===== src/rtl/line_drive_pkg.sv =====
package line_drive_pkg;

    typedef enum logic [1:0] {
        LVL_TOP_SEL   = 2'b00,
        LVL_UP_NSEL   = 2'b01,
        LVL_LOW_NSEL  = 2'b10,
        LVL_BOT_SEL   = 2'b11
    } drive_lvl_t;

    typedef enum logic {
        LS_LOW  = 1'b0,
        LS_HIGH = 1'b1
    } strb_state_t;

endpackage


===== src/rtl/strobe_watch.sv =====
module strobe_watch
    import line_drive_pkg::*;
(
    input  logic clk,
    input  logic rst_n,
    input  logic load_strb,
    output logic commit
);

    strb_state_t state_q, state_d;

    always_ff @(posedge clk or negedge rst_n) begin
        if (!rst_n) state_q <= LS_LOW;
        else        state_q <= state_d;
    end

    always_comb begin
        state_d = state_q;
        commit  = 1'b0;
        unique case (state_q)
            LS_LOW: begin
                if (load_strb) state_d = LS_HIGH;
            end
            LS_HIGH: begin
                if (!load_strb) begin
                    state_d = LS_LOW;
                    commit  = 1'b1;
                end
            end
            default: state_d = LS_LOW;
        endcase
    end

    // a commit is a single edge; the next cycle cannot commit again
    a_r2_single_commit: assert property (@(posedge clk) disable iff (!rst_n)
        commit |=> !commit);

endmodule


===== src/rtl/line_store.sv =====
module line_store #(
    parameter int NPIX = 160
) (
    input  logic            clk,
    input  logic            rst_n,
    input  logic            commit,
    input  logic [NPIX-1:0] line_in,
    output logic [NPIX-1:0] stored
);

    always_ff @(posedge clk or negedge rst_n) begin
        if (!rst_n)      stored <= '0;
        else if (commit) stored <= line_in;
    end

    // first edge out of reset still shows a cleared line
    a_r1_reset_clear: assert property (@(posedge clk) disable iff (!rst_n)
        $rose(rst_n) |-> (stored == '0));

    // whole line taken at the commit edge
    a_r2_commit_copy: assert property (@(posedge clk) disable iff (!rst_n)
        commit |=> (stored == $past(line_in)));

    // no commit, no change
    a_r3_hold: assert property (@(posedge clk) disable iff (!rst_n)
        !commit |=> $stable(stored));

endmodule


===== src/rtl/level_select.sv =====
module level_select
    import line_drive_pkg::*;
#(
    parameter int NPIX = 160,
    localparam int CW  = 2
) (
    input  logic               clk,
    input  logic               rst_n,
    input  logic [NPIX-1:0]    stored,
    input  logic               ac_pol,
    input  logic               blank_n,
    output logic [CW*NPIX-1:0] level_code
);

    logic [NPIX-1:0] hi_bits;

    for (genvar i = 0; i < NPIX; i++) begin : g_pix
        drive_lvl_t lvl;
        always_comb begin
            if (!blank_n) begin
                lvl = LVL_TOP_SEL;
            end else begin
                unique case ({ac_pol, stored[i]})
                    2'b00:   lvl = LVL_UP_NSEL;
                    2'b01:   lvl = LVL_TOP_SEL;
                    2'b10:   lvl = LVL_LOW_NSEL;
                    2'b11:   lvl = LVL_BOT_SEL;
                    default: lvl = LVL_TOP_SEL;
                endcase
            end
        end
        assign level_code[CW*i +: CW] = lvl;
        assign hi_bits[i] = level_code[CW*i+1];
    end

    // blanking forces every code to zero
    a_r8_blank_all_top: assert property (@(posedge clk) disable iff (!rst_n)
        !blank_n |-> (level_code == '0));

    // low polarity keeps every code in the upper half
    a_r4_low_pol_upper: assert property (@(posedge clk) disable iff (!rst_n)
        (blank_n && !ac_pol) |-> (hi_bits == '0));

    // high polarity puts every code in the lower half
    a_r6_high_pol_lower: assert property (@(posedge clk) disable iff (!rst_n)
        (blank_n && ac_pol) |-> (&hi_bits));

endmodule


===== src/rtl/line_drive_latch.sv =====
module line_drive_latch #(
    parameter int NPIX = 160,
    localparam int CW  = 2
) (
    input  logic               clk,
    input  logic               rst_n,
    input  logic [NPIX-1:0]    line_in,
    input  logic               load_strb,
    input  logic               ac_pol,
    input  logic               blank_n,
    output logic [CW*NPIX-1:0] level_code
);

    logic            commit;
    logic [NPIX-1:0] stored;

    strobe_watch u_watch (
        .clk       (clk),
        .rst_n     (rst_n),
        .load_strb (load_strb),
        .commit    (commit)
    );

    line_store #(.NPIX(NPIX)) u_store (
        .clk     (clk),
        .rst_n   (rst_n),
        .commit  (commit),
        .line_in (line_in),
        .stored  (stored)
    );

    level_select #(.NPIX(NPIX)) u_sel (
        .clk        (clk),
        .rst_n      (rst_n),
        .stored     (stored),
        .ac_pol     (ac_pol),
        .blank_n    (blank_n),
        .level_code (level_code)
    );

endmodule


===== config.mk =====
export PLATFORM = sky130hd
export DESIGN_NAME = line_drive_latch
export DESIGN_NICKNAME = d
export VERILOG_FILES = /design/src/rtl/line_drive_pkg.sv /design/src/rtl/strobe_watch.sv /design/src/rtl/line_store.sv /design/src/rtl/level_select.sv /design/src/rtl/line_drive_latch.sv
export SDC_FILE = /design/constraint.sdc
export NUM_CORES = 1
export LEC_CHECK = 0
export BUFFER_PORTS_ARGS = -buffer_cell sky130_fd_sc_hd__buf_4
export CORE_AREA = 3 3 187 189
export CTS_BUF_LIST = sky130_fd_sc_hd__clkbuf_2 sky130_fd_sc_hd__clkbuf_4 sky130_fd_sc_hd__clkbuf_8
export CTS_CLUSTER_DIAMETER = 50
export DETAILED_ROUTE_END_ITERATION = 10
export DIE_AREA = 0 0 190 192
export GPL_TIMING_DRIVEN = 0
export SLEW_MARGIN = 0
export SYNTH_ARGS = -nofsm -noshare
export SYNTH_HDL_FRONTEND = slang
export SYNTH_SLANG_ARGS = --single-unit
export TNS_END_PERCENT = 1

===== constraint.sdc =====
create_clock -name clk -period 4.4 [get_ports clk]
set_input_delay 0.44 -clock clk [delete_from_list [all_inputs] [get_ports clk]]
set_output_delay 0.44 -clock clk [all_outputs]
set_load 0.01 [all_outputs]

; Word-level counts from Yosys, hierarchy flattened
; Index checks and enable logic that the tools add are counted.
[totals]
regBits = 161
inputBits = 165
out_inout_bits = 320
[classes]
n_eq_ne = 480
mux = 323
reduce_logical = 160
[op_table]
columns = op, n
row1 = $pmux W2 S4, 160
row2 = $eq A2 B2 Y1 const B, 320
row3 = $eq A2 B1 Y1 const B, 160
row4 = $logic_not A2 Y1, 160
row5 = $mux W2, 160
row6 = $mux W1, 3

; Logic depth before layout (Yosys ltp)
; Gate-level depths: netlist of the first run.
[depth]
depth_word = 3
depth_mapped = 5
depth_no_buf = 3

; Hierarchy
; A second synthesis of the first run with hierarchy kept.
[hier_totals]
hier_cells = 855
hier_area_um2 = 10232.3
[modules_own_cells]
columns = module, instances, cells_each, area_each_um2, seq_area_each_um2
row1 = line_store, 1, 338, 6346.1, 4003.8
row2 = level_select, 1, 515, 3847.4, 0.0
row3 = strobe_watch, 1, 2, 38.8, 25.0

; Worst setup path after synthesis of the first run
; OpenSTA, ideal clock, no wires.
[synth_timing]
path_type = input to output
from = in ac_pol
to = out level_code[101]
arrival_ns = 4.148
required_ns = 3.960
slack_ns = -0.188
cell_stages = 5
path_buffers = 4
path_cell_list = buf_2 buf_4 buf_6 and2_1 buf_4
[synth_via]
elab_chain_len = 3
word_cells_on_any_way = 6
[synth_rtl]
columns = element, line
row1 = "start, declared", line_drive_latch.sv:9  ; input logic ac_pol,
row2 = "$eq A2 B2 Y1, or another cell as far along", level_select.sv:23  ; unique case ({ac_pol, stored[i]})
row3 = $pmux W2 S4 *, level_select.sv:23
row4 = $mux W2 *, level_select.sv:20  ; if (!blank_n) begin
row5 = "end, declared", line_drive_latch.sv:11  ; output logic [CW*NPIX-1:0] level_code
; Every way passes the cells marked *; elsewhere a longest branch is shown, timed or not.

; Worst setup path after layout of the first run
[layout_timing]
from = in blank_n
to = out level_code[281]
[layout_via]
elab_chain_len = 1
[layout_rtl]
columns = element, line
row1 = "start, declared", line_drive_latch.sv:10  ; input logic blank_n,
row2 = $mux W2, level_select.sv:20
; No other way between the ends.

==> flow_summary.yaml, run 1 <==
global_routing:
  grt_pass1_vias: 7618
  gr-usage-all-layers: 0.171
  antenna_found_initial: 1
  overflow: 0
  grt_first_pass_wirelength_mm: 47.3
  grt_max_degree: 102
clocking:
  path_clk_slew_ns: 0.09
  clock_latency_ns: 0.46
  clock-sinks: 161
  tritoncts: "done"
  htree_levels: 4
  ctsHoldBuffers: 0
  cts-resized-gates: 0
  cts-root-buf: "clkbuf_8"
  clockBufferDepth: 2
  post-cts-setup-buffers: 0
  cts_buffers: 17
sta:
  fin_skew_ns: 0.0152
  worst_slack_ns: 1.24
  max_freq_mhz: 316
  worstMarginPinSlew_ns: 0.821
  slew_violations: 0
  period_share: 0.719
  min_period_ns: 3.16
  hold_viol_final: 0
  rsz0062_at_grt: "no"
  timing.setup.tns_ns: 0
  slew_headroom: 0.453
  setup_viol: 0
floorplanning:
  coreArea_um2: 33400
  start_util: 0.307
  die_y_um: 192
  die_area_um2: 36500
  die_w_um: 190
  rows: 67
  boundaryPins: 485
pwr:
  power.internal_mw: 3.22
  p_seq_frac: 0.403
  combPwrFrac: 0.364
  sw_frac_of_total: 0.303
  p_clk_frac: 0.233
  powerDensity_nw_per_um2: 310
  ir_worst_vdd_v: 0.000184
  p_leak_nw: 7.35
  switchingPower_mw: 1.40
layout:
  num_antenna_cells: 0
  multi_input_area_um2: 4640
  area_delta_synth_final_pct: 45.0
  nets: 1533
  regArea_um2: 4030
  fillers: 3205
  drive_gt1_frac: 0.634
  layoutNonFillerInstCount: 1824
  final_area_um2: 14900
setup_path:
  slowest_delay_ns: 0.77
  cp_common_cell: "buf_4"
  crit_path_start_kind: "input pin"
  ff2ff_setup_slack_ns: 2.92
  cp_slowest_cell: "and2_4"
  path_max_fanout: 85
  crit_chain: "buf_2 -> clkbuf_1 -> and2_4 -> buf_16 -> buf_4 -> buf_4"
  crit_arrival_ns: 2.72
  crit_required_ns: 3.96
  end_kind: "primary output"
  critPathKind: "in2out"
place:
  dp_slack_ns: 1.17
  port_buffers: 483
  place.gp.congestion: 0.791
  hpwlAfterDp_mm: 25.2
  placed_area_um2: 14500
  place_inst: 1793
routing:
  viasPerCell: 4.06
  dr_total_vias: 7397
  route.detailed.drc: 0
  drtIter0Drc: 243
  drt_wl_total_mm: 32.3
  wl_met1_mm: 12.6
  top_layer: "met5"
  wl_met3_mm: 2.72
  drtPass1Iterations: 4
  antenna_left: 0
  avgRoutedWirePerCell_um: 17.7
  met2_length_mm: 16.3
synth:
  yosysWarnings: 0
  postSynthCellCount: 860
  syn-cell-area_um2: 10300
  ys_ff_latch: 161
  syn_nets: 1029
  ys_types: 14
  postSynthAreaPerCell_um2: 11.9
  yosysSeqAreaShare: 0.392
status:
  status: "complete, no violations"
hold_path:
  holdCritPathClass: "in2async"
flow_run:
  timing.max_cap.violations: 0
cell usage after synthesis, drive strengths merged:
master	number	area share
buf	195	0.15
xnor2	158	0.13
dfrtp	161	0.39
nor2b	1	0.00061
and2	161	0.098
ha	4	0.0049
mux2	160	0.21
o21a	2	0.0015
inv	2	0.00073
clkbuf	16	0.0058
final cells by class:
type / count / area share
tap: 448 / 0.0376
clock inverter: 11 / 0.00714
buffer: 211 / 0.107
sequential: 161 / 0.271
multi-input combinational: 486 / 0.312
timing repair buffer: 485 / 0.248
clock buffer: 20 / 0.0176
inverter: 2 / 0.000504
critical path, delay by kind of cell:
kind | cells | cell delay, ns
buf+inv | 5 | 1.43
simple gates | 1 | 0.77
layout by cell type (no fill, tap or decap):
cell         n
buf_6       23
nor2b_1      1
clkbuf_8    18
and2_4       1
buf_8        2
clkbuf_4     2
inv_6        3
o21a_1       2
ha_1         4
mux2_4     100
buf_4      644
clkbuf_1    16
clkinv_4     4
xnor2_1    158
clkinv_2     3
inv_1        2
mux2_2      60
bufinv_16    1
buf_16       2
and2_1     160
dfrtp_1    161
buf_2        9
worst paths after layout:
kind                       cells past startpoint           startpoint                  end
max                                            6              blank_n      level_code[281]
min                                            1                rst_n  u_store.stored[151]
max reg2reg                                    5      u_watch.state_q  u_store.stored[134]
min reg2reg                                    1  u_store.stored[156]  u_store.stored[156]
max in group asynchronous                      2                rst_n   u_store.stored[64]
min in group clk                               1            load_strb      u_watch.state_q
registers in the layout (all words and copies together), names as in the netlist:
name / cells
u_store.stored: 160
u_watch.state_q: 1
stage by stage:
step,power (mW),util,hold slack (ns)
final,4.62,0.445,0.0243
after global routing,4.90,0.445,0.0389
after CTS,4.70,0.445,0.0193
after detailed placement,3.60,0.434,0.515
after global placement,3.59,0.432,0.511
after floorplan,2.86,-,0.144
power by group through the flow:
stage | sequential, mW | clock [mW] | combinational, mW
global route | 1.89 | 1.18 | 1.83
finish | 1.86 | 1.08 | 1.68
global placement | 1.89 | 0 | 1.70
floorplan | 1.85 | 0 | 1.02
detailed placement | 1.89 | 0 | 1.71
CTS | 1.87 | 1.12 | 1.71
cell families after synthesis:
| logic type | count (synthesis) | synth area share |
|---|---|---|
| xor gates and xnor gates | 158 | 0.135 |
| DFF | 161 | 0.392 |
| and+or+nand+nor | 162 | 0.0987 |
| AOI/OAI and AO/OA | 2 | 0.00146 |
| buffers and inverters | 213 | 0.156 |
| muxes | 160 | 0.212 |
| adders and majority gates | 4 | 0.00487 |
routing by layer:
metal	track usage	up-vias
met5	0	-
met4	0.0455	2
met3	0.0584	32
met2	0.300	301
met1	0.199	3479
li1	-	3583
Power figures use the tool's default switching activity.
==> inputs of run 2 (changes only) <==
- CORE_AREA: 3 3 187 189 -> 3 3 188 190
- DIE_AREA: 0 0 190 192 -> 0 0 191 193
- clock period: 4.4 -> 3.2 ns (I/O delays scaled with it)
==> run 2 against run 1 <==
Die area up 1.0%. Sequential share of layout area down 0.20 points. Largest cell class unchanged. Critical endpoint is now level_code[269]. Worst setup slack worse by 0.93 ns. First-iteration DRC count down 15%. Clock power up 64%. Final cell count up 0.33%. Critical path depth unchanged. Worst hold slack better by 0.038 ns. Non-clock buffer count up 2. Combinational power up 39%.
==> flow_summary.yaml, run 2 (synthesis results as in run 1) <==
status:
  status: "complete, no violations"
clocking:
  clock_latency_ns: 0.48
  clockBufferDepth: 2
  cts-resized-gates: 0
  path_clk_slew_ns: 0.10
  tritoncts: "done"
  htree_levels: 4
  cts_buffers: 17
  cts-root-buf: "clkbuf_8"
  clock-sinks: 161
setup_path:
  path_max_fanout: 104
  reg2reg_depth: 5
  crit_path_start_kind: "input pin"
  reg2reg_to: "u_store.stored[139]"
  worstReg2RegStart: "u_watch.state_q"
  ff2ff_setup_slack_ns: 1.72
  crit_required_ns: 2.88
  critPathKind: "in2out"
  crit_arrival_ns: 2.58
  end_kind: "primary output"
hold_path:
  min_from: "line_in[133]"
  min_to: "u_store.stored[133]"
  min_delay_path_depth: 2
  holdCritPathClass: "in2reg"
floorplanning:
  coreArea_um2: 33600
  start_util: 0.306
  rows: 67
  boundaryPins: 485
  die_area_um2: 36900
  die_y_um: 193
  die_w_um: 191
place:
  port_buffers: 483
  hpwlAfterDp_mm: 25.6
  place.gp.congestion: 0.768
  placed_area_um2: 14500
layout:
  area_delta_synth_final_pct: 46.0
  largest_register_ffs: 160
  final_area_um2: 15000
  regArea_um2: 4030
  multi_input_area_um2: 4640
  nets: 1535
  fillers: 3221
  fin_util: 0.446
  drive_gt1_frac: 0.633
  top_register: "u_store.stored"
  largestRegisters: "u_store.stored: 160 flops, u_watch.state_q: 1 flops"
  final_cell_mix: "buf_4 (644), dfrtp_1 (161), and2_1 (160), xnor2_1 (158), mux2_4 (100)"
  final_common_cell: "buf_4"
pwr:
  switchingPower_mw: 2.00
  p_seq_frac: 0.384
  p_leak_nw: 7.39
  power.internal_mw: 4.65
  ir_worst_vdd_v: 0.000228
  combPwrFrac: 0.349
  p_clk_frac: 0.266
  powerDensity_nw_per_um2: 444
  p_total_mw: 6.65
  sw_frac_of_total: 0.301
routing:
  route.detailed.drc: 0
  antenna_left: 0
  avgRoutedWirePerCell_um: 18.0
  viasPerCell: 4.10
  drtPass1Iterations: 4
  dr_total_vias: 7504
  drtIter0Drc: 207
  drt_wl_total_mm: 32.9
sta:
  slew_violations: 0
  period_share: 0.905
  worstMarginPinSlew_ns: 0.668
  rsz0062_at_grt: "no"
  setup_viol: 0
  timing.setup.tns_ns: 0
  max_freq_mhz: 345
  slew_headroom: 0.555
  hold_viol_final: 0
  fin_skew_ns: 0.0112
  min_period_ns: 2.90
flow_run:
  timing.max_cap.violations: 0
global_routing:
  grt_first_pass_wirelength_mm: 47.4
  gr-usage-all-layers: 0.171
  grt_max_degree: 105
  antenna_found_initial: 3
  overflow: 0
  grt_pass1_vias: 7641
==> run 2: changes by cell type in the layout (fill, tap and decap cells not counted), sizes merged <==
cell         delta
clkinv          -4
clkbuf          -3
inv             +4
dlygate4sd3     +2
clkinvlp        +1
diode           +3
bufinv          +3
==> run 2: critical path: stages <==
cell and delay (ns):
buf_2 0.30, clkbuf_1 0.56, and2_4 0.64, buf_16 0.36
buf_4 0.18, buf_4 0.11
==> run 2: final cells by class <==
cell class	count	area share
timing repair buffer	487	0.247
tap	448	0.0374
clock buffer	17	0.0156
antenna	3	0.000500
clock inverter	15	0.0144
multi-input combinational	486	0.309
inverter	2	0.000500
buffer	211	0.106
sequential	161	0.269
==> run 2: power by group through the flow <==
stage | Clock (mW) | Sequential (mW) | Combinational (mW)
after floorplan | 0 | 2.54 | 1.40
after global placement | 0 | 2.59 | 2.35
after detailed placement | 0 | 2.60 | 2.36
after CTS | 1.82 | 2.56 | 2.37
after global routing | 1.92 | 2.60 | 2.52
final | 1.77 | 2.56 | 2.33
==> run 2: what timing repair did <==
action,CTS,global route
endpoints found under the hold margin,68,0
hold buffers,2,0
setup buffers,0,0
==> run 2: worst max-delay path by stage <==
stage	to	slack (ns)	start	depth (start not counted)
floorplan	level_code[101]	0.22	ac_pol	5
CTS	level_code[269]	0.18	blank_n	6
global placement	level_code[269]	-0.81	blank_n	5
detailed placement	level_code[269]	0.18	blank_n	6
global route	level_code[269]	0.03	blank_n	6
finish	level_code[269]	0.30	blank_n	6
==> run 2: layer usage <==
layer | track usage | wire [um] | vias to the layer above
met4 | 0.0491 | 439 | 0
li1 | - | - | 3595
met5 | 0 | 0 | -
met3 | 0.0575 | 2830 | 25
met1 | 0.197 | 12700 | 3582
met2 | 0.304 | 16900 | 302
==> run 2: per-stage QoR <==
step,hold WS [ns],cells,worst slack (ns)
2_1_floorplan,0.0244,860,0.225
3_3_place_gp,0.441,1791,-0.806
3_5_place_dp,0.322,1793,0.177
4_1_cts,0.0244,1827,0.184
5_1_grt,0.0127,1830,0.0271
6_report,0.0620,1830,0.305
==> inputs of run 3 (changes only) <==
- CAP_MARGIN: unset -> 20
- CORE_AREA: 3 3 188 190 -> 3 3 190 192
- CTS_BUF_LIST: sky130_fd_sc_hd__clkbuf_2 sky130_fd_sc_hd__clkbuf_4 sky130_fd_sc_hd__clkbuf_8 -> unset
- DIE_AREA: 0 0 191 193 -> 0 0 193 195
- TNS_END_PERCENT: 1 -> 30
==> run 3 against run 2 <==
Count of clock-buffer cells in the layout up 4. Critical path depth up 2. Final cell count up 0.16%. Die area up 2.1%. Design area up 0.65%. Global-route usage down 0.22 points. Worst hold slack better by 0.047 ns. Non-clock buffer count unchanged. First-iteration DRC count down 1.4%. Clock power up 11%.
==> flow_summary.yaml, run 3 (synthesis results as in run 1) <==
place:
  port_buffers: 483
  placed_area_um2: 14500
  dp_slack_ns: 0.439
  place_inst: 1800
  hpwlAfterDp_mm: 25.3
  place.gp.congestion: 0.786
pwr:
  ir_worst_vdd_v: 0.000591
  powerDensity_nw_per_um2: 454
  p_total_mw: 6.85
  p_leak_nw: 7.43
global_routing:
  gr-usage-all-layers: 0.169
  grt_max_degree: 111
  grt_pass1_vias: 7735
  overflow: 0
  grt_first_pass_wirelength_mm: 47.8
  antenna_found_initial: 1
clocking:
  clockBufferDepth: 2
  cts_buffers: 17
  htree_levels: 4
  path_clk_slew_ns: 0.07
  clock-sinks: 161
  cts-resized-gates: 0
  post-cts-setup-buffers: 0
  cts-root-buf: "clkbuf_16"
  ctsHoldBuffers: 2
  tritoncts: "done"
  clock_latency_ns: 0.43
setup_path:
  reg2reg_to: "u_store.stored[20]"
  ff2ff_setup_slack_ns: 1.71
  critPathKind: "in2out"
  worstReg2RegStart: "u_watch.state_q"
  crit_path_start_kind: "input pin"
  crit_required_ns: 2.88
  path_max_fanout: 110
  reg2reg_depth: 4
  crit_arrival_ns: 2.37
  critPathLaunch: "ac_pol"
  end_kind: "primary output"
floorplanning:
  boundaryPins: 485
  die_w_um: 193
  die_area_um2: 37600
  start_util: 0.297
  rows: 68
  coreArea_um2: 34500
  die_y_um: 195
layout:
  fin_util: 0.437
  drive_gt1_frac: 0.631
  area_delta_synth_final_pct: 47.0
  multi_input_area_um2: 4640
  final_common_cell: "buf_4"
  regArea_um2: 4030
  num_antenna_cells: 0
  top_register: "u_store.stored"
  largest_register_ffs: 160
  final_cell_mix: "buf_4 (644), dfrtp_1 (161), and2_1 (160), xnor2_1 (158), mux2_4 (100)"
  fillers: 3330
  final_area_um2: 15100
  largestRegisters: "u_store.stored: 160 flops, u_watch.state_q: 1 flops"
  nets: 1535
  layoutNonFillerInstCount: 1833
sta:
  worstMarginPinSlew_ns: 0.661
  period_share: 0.840
  hold_viol_final: 0
  slew_violations: 0
  whs_ns: 0.109
  setup_viol: 0
  worst_slack_ns: 0.512
  rsz0062_at_grt: "no"
  min_period_ns: 2.69
  slew_headroom: 0.559
  fin_skew_ns: 0.00694
  max_freq_mhz: 372
  timing.setup.tns_ns: 0
routing:
  antenna_left: 0
  dr_total_vias: 7431
  drtPass1Iterations: 4
  drtIter0Drc: 204
  route.detailed.drc: 0
  viasPerCell: 4.05
  drt_wl_total_mm: 32.6
  avgRoutedWirePerCell_um: 17.8
flow_run:
  timing.max_cap.violations: 0
hold_path:
  holdCritPathClass: "in2reg"
  min_to: "u_store.stored[128]"
  min_delay_path_depth: 2
  min_from: "line_in[128]"
status:
  status: "complete, no violations"
## run 3: cell types whose count changed in the layout (fill, tap and decap cells not counted), sizes merged
cell	before	now
clkinvlp	1	3
clkbuf	33	37
bufinv	4	1
diode	3	0
clkinv	3	5
inv	9	3
## run 3: layer usage
metal | part of all wire | GRT usage
met5 | 0.00021 | 0
met4 | 0.021 | 0.0504
met3 | 0.087 | 0.0610
met1 | 0.39 | 0.191
met2 | 0.50 | 0.297
## run 3: worst max-delay path by stage
stage | endpoint | slack, ns | depth (start not counted)
2_1_floorplan | level_code[101] | 0.22 | 5
3_3_place_gp | level_code[231] | -0.57 | 5
3_5_place_dp | level_code[231] | 0.44 | 6
4_1_cts | level_code[231] | 0.43 | 6
5_1_grt | level_code[209] | 0.27 | 6
6_report | level_code[227] | 0.51 | 8
## run 3: report_power, final
| part | switching (mW) | leakage (nW) | internal (mW) |
|---|---|---|---|
| clock | 0.867 | 0.265 | 1.10 |
| sequential | 0.222 | 1.89 | 2.34 |
| combinational | 0.880 | 5.27 | 1.44 |
## run 3: worst max-delay path, stage by stage
cell,delay (ns)
buf_4,0.13
buf_2,0.19
buf_4,0.26
buf_6,0.21
and2_4,0.49
buf_16,0.36
buf_4,0.18
buf_4,0.11
## run 3: layout make-up
class,count,share of cell area
well taps,455,0.0377
repair buffers,487,0.246
plain buffers,211,0.106
multi-input cells,486,0.307
inverters,2,0.000497
flip-flops and latches,161,0.267
clock inverters,10,0.00572
clock buffers,21,0.0305
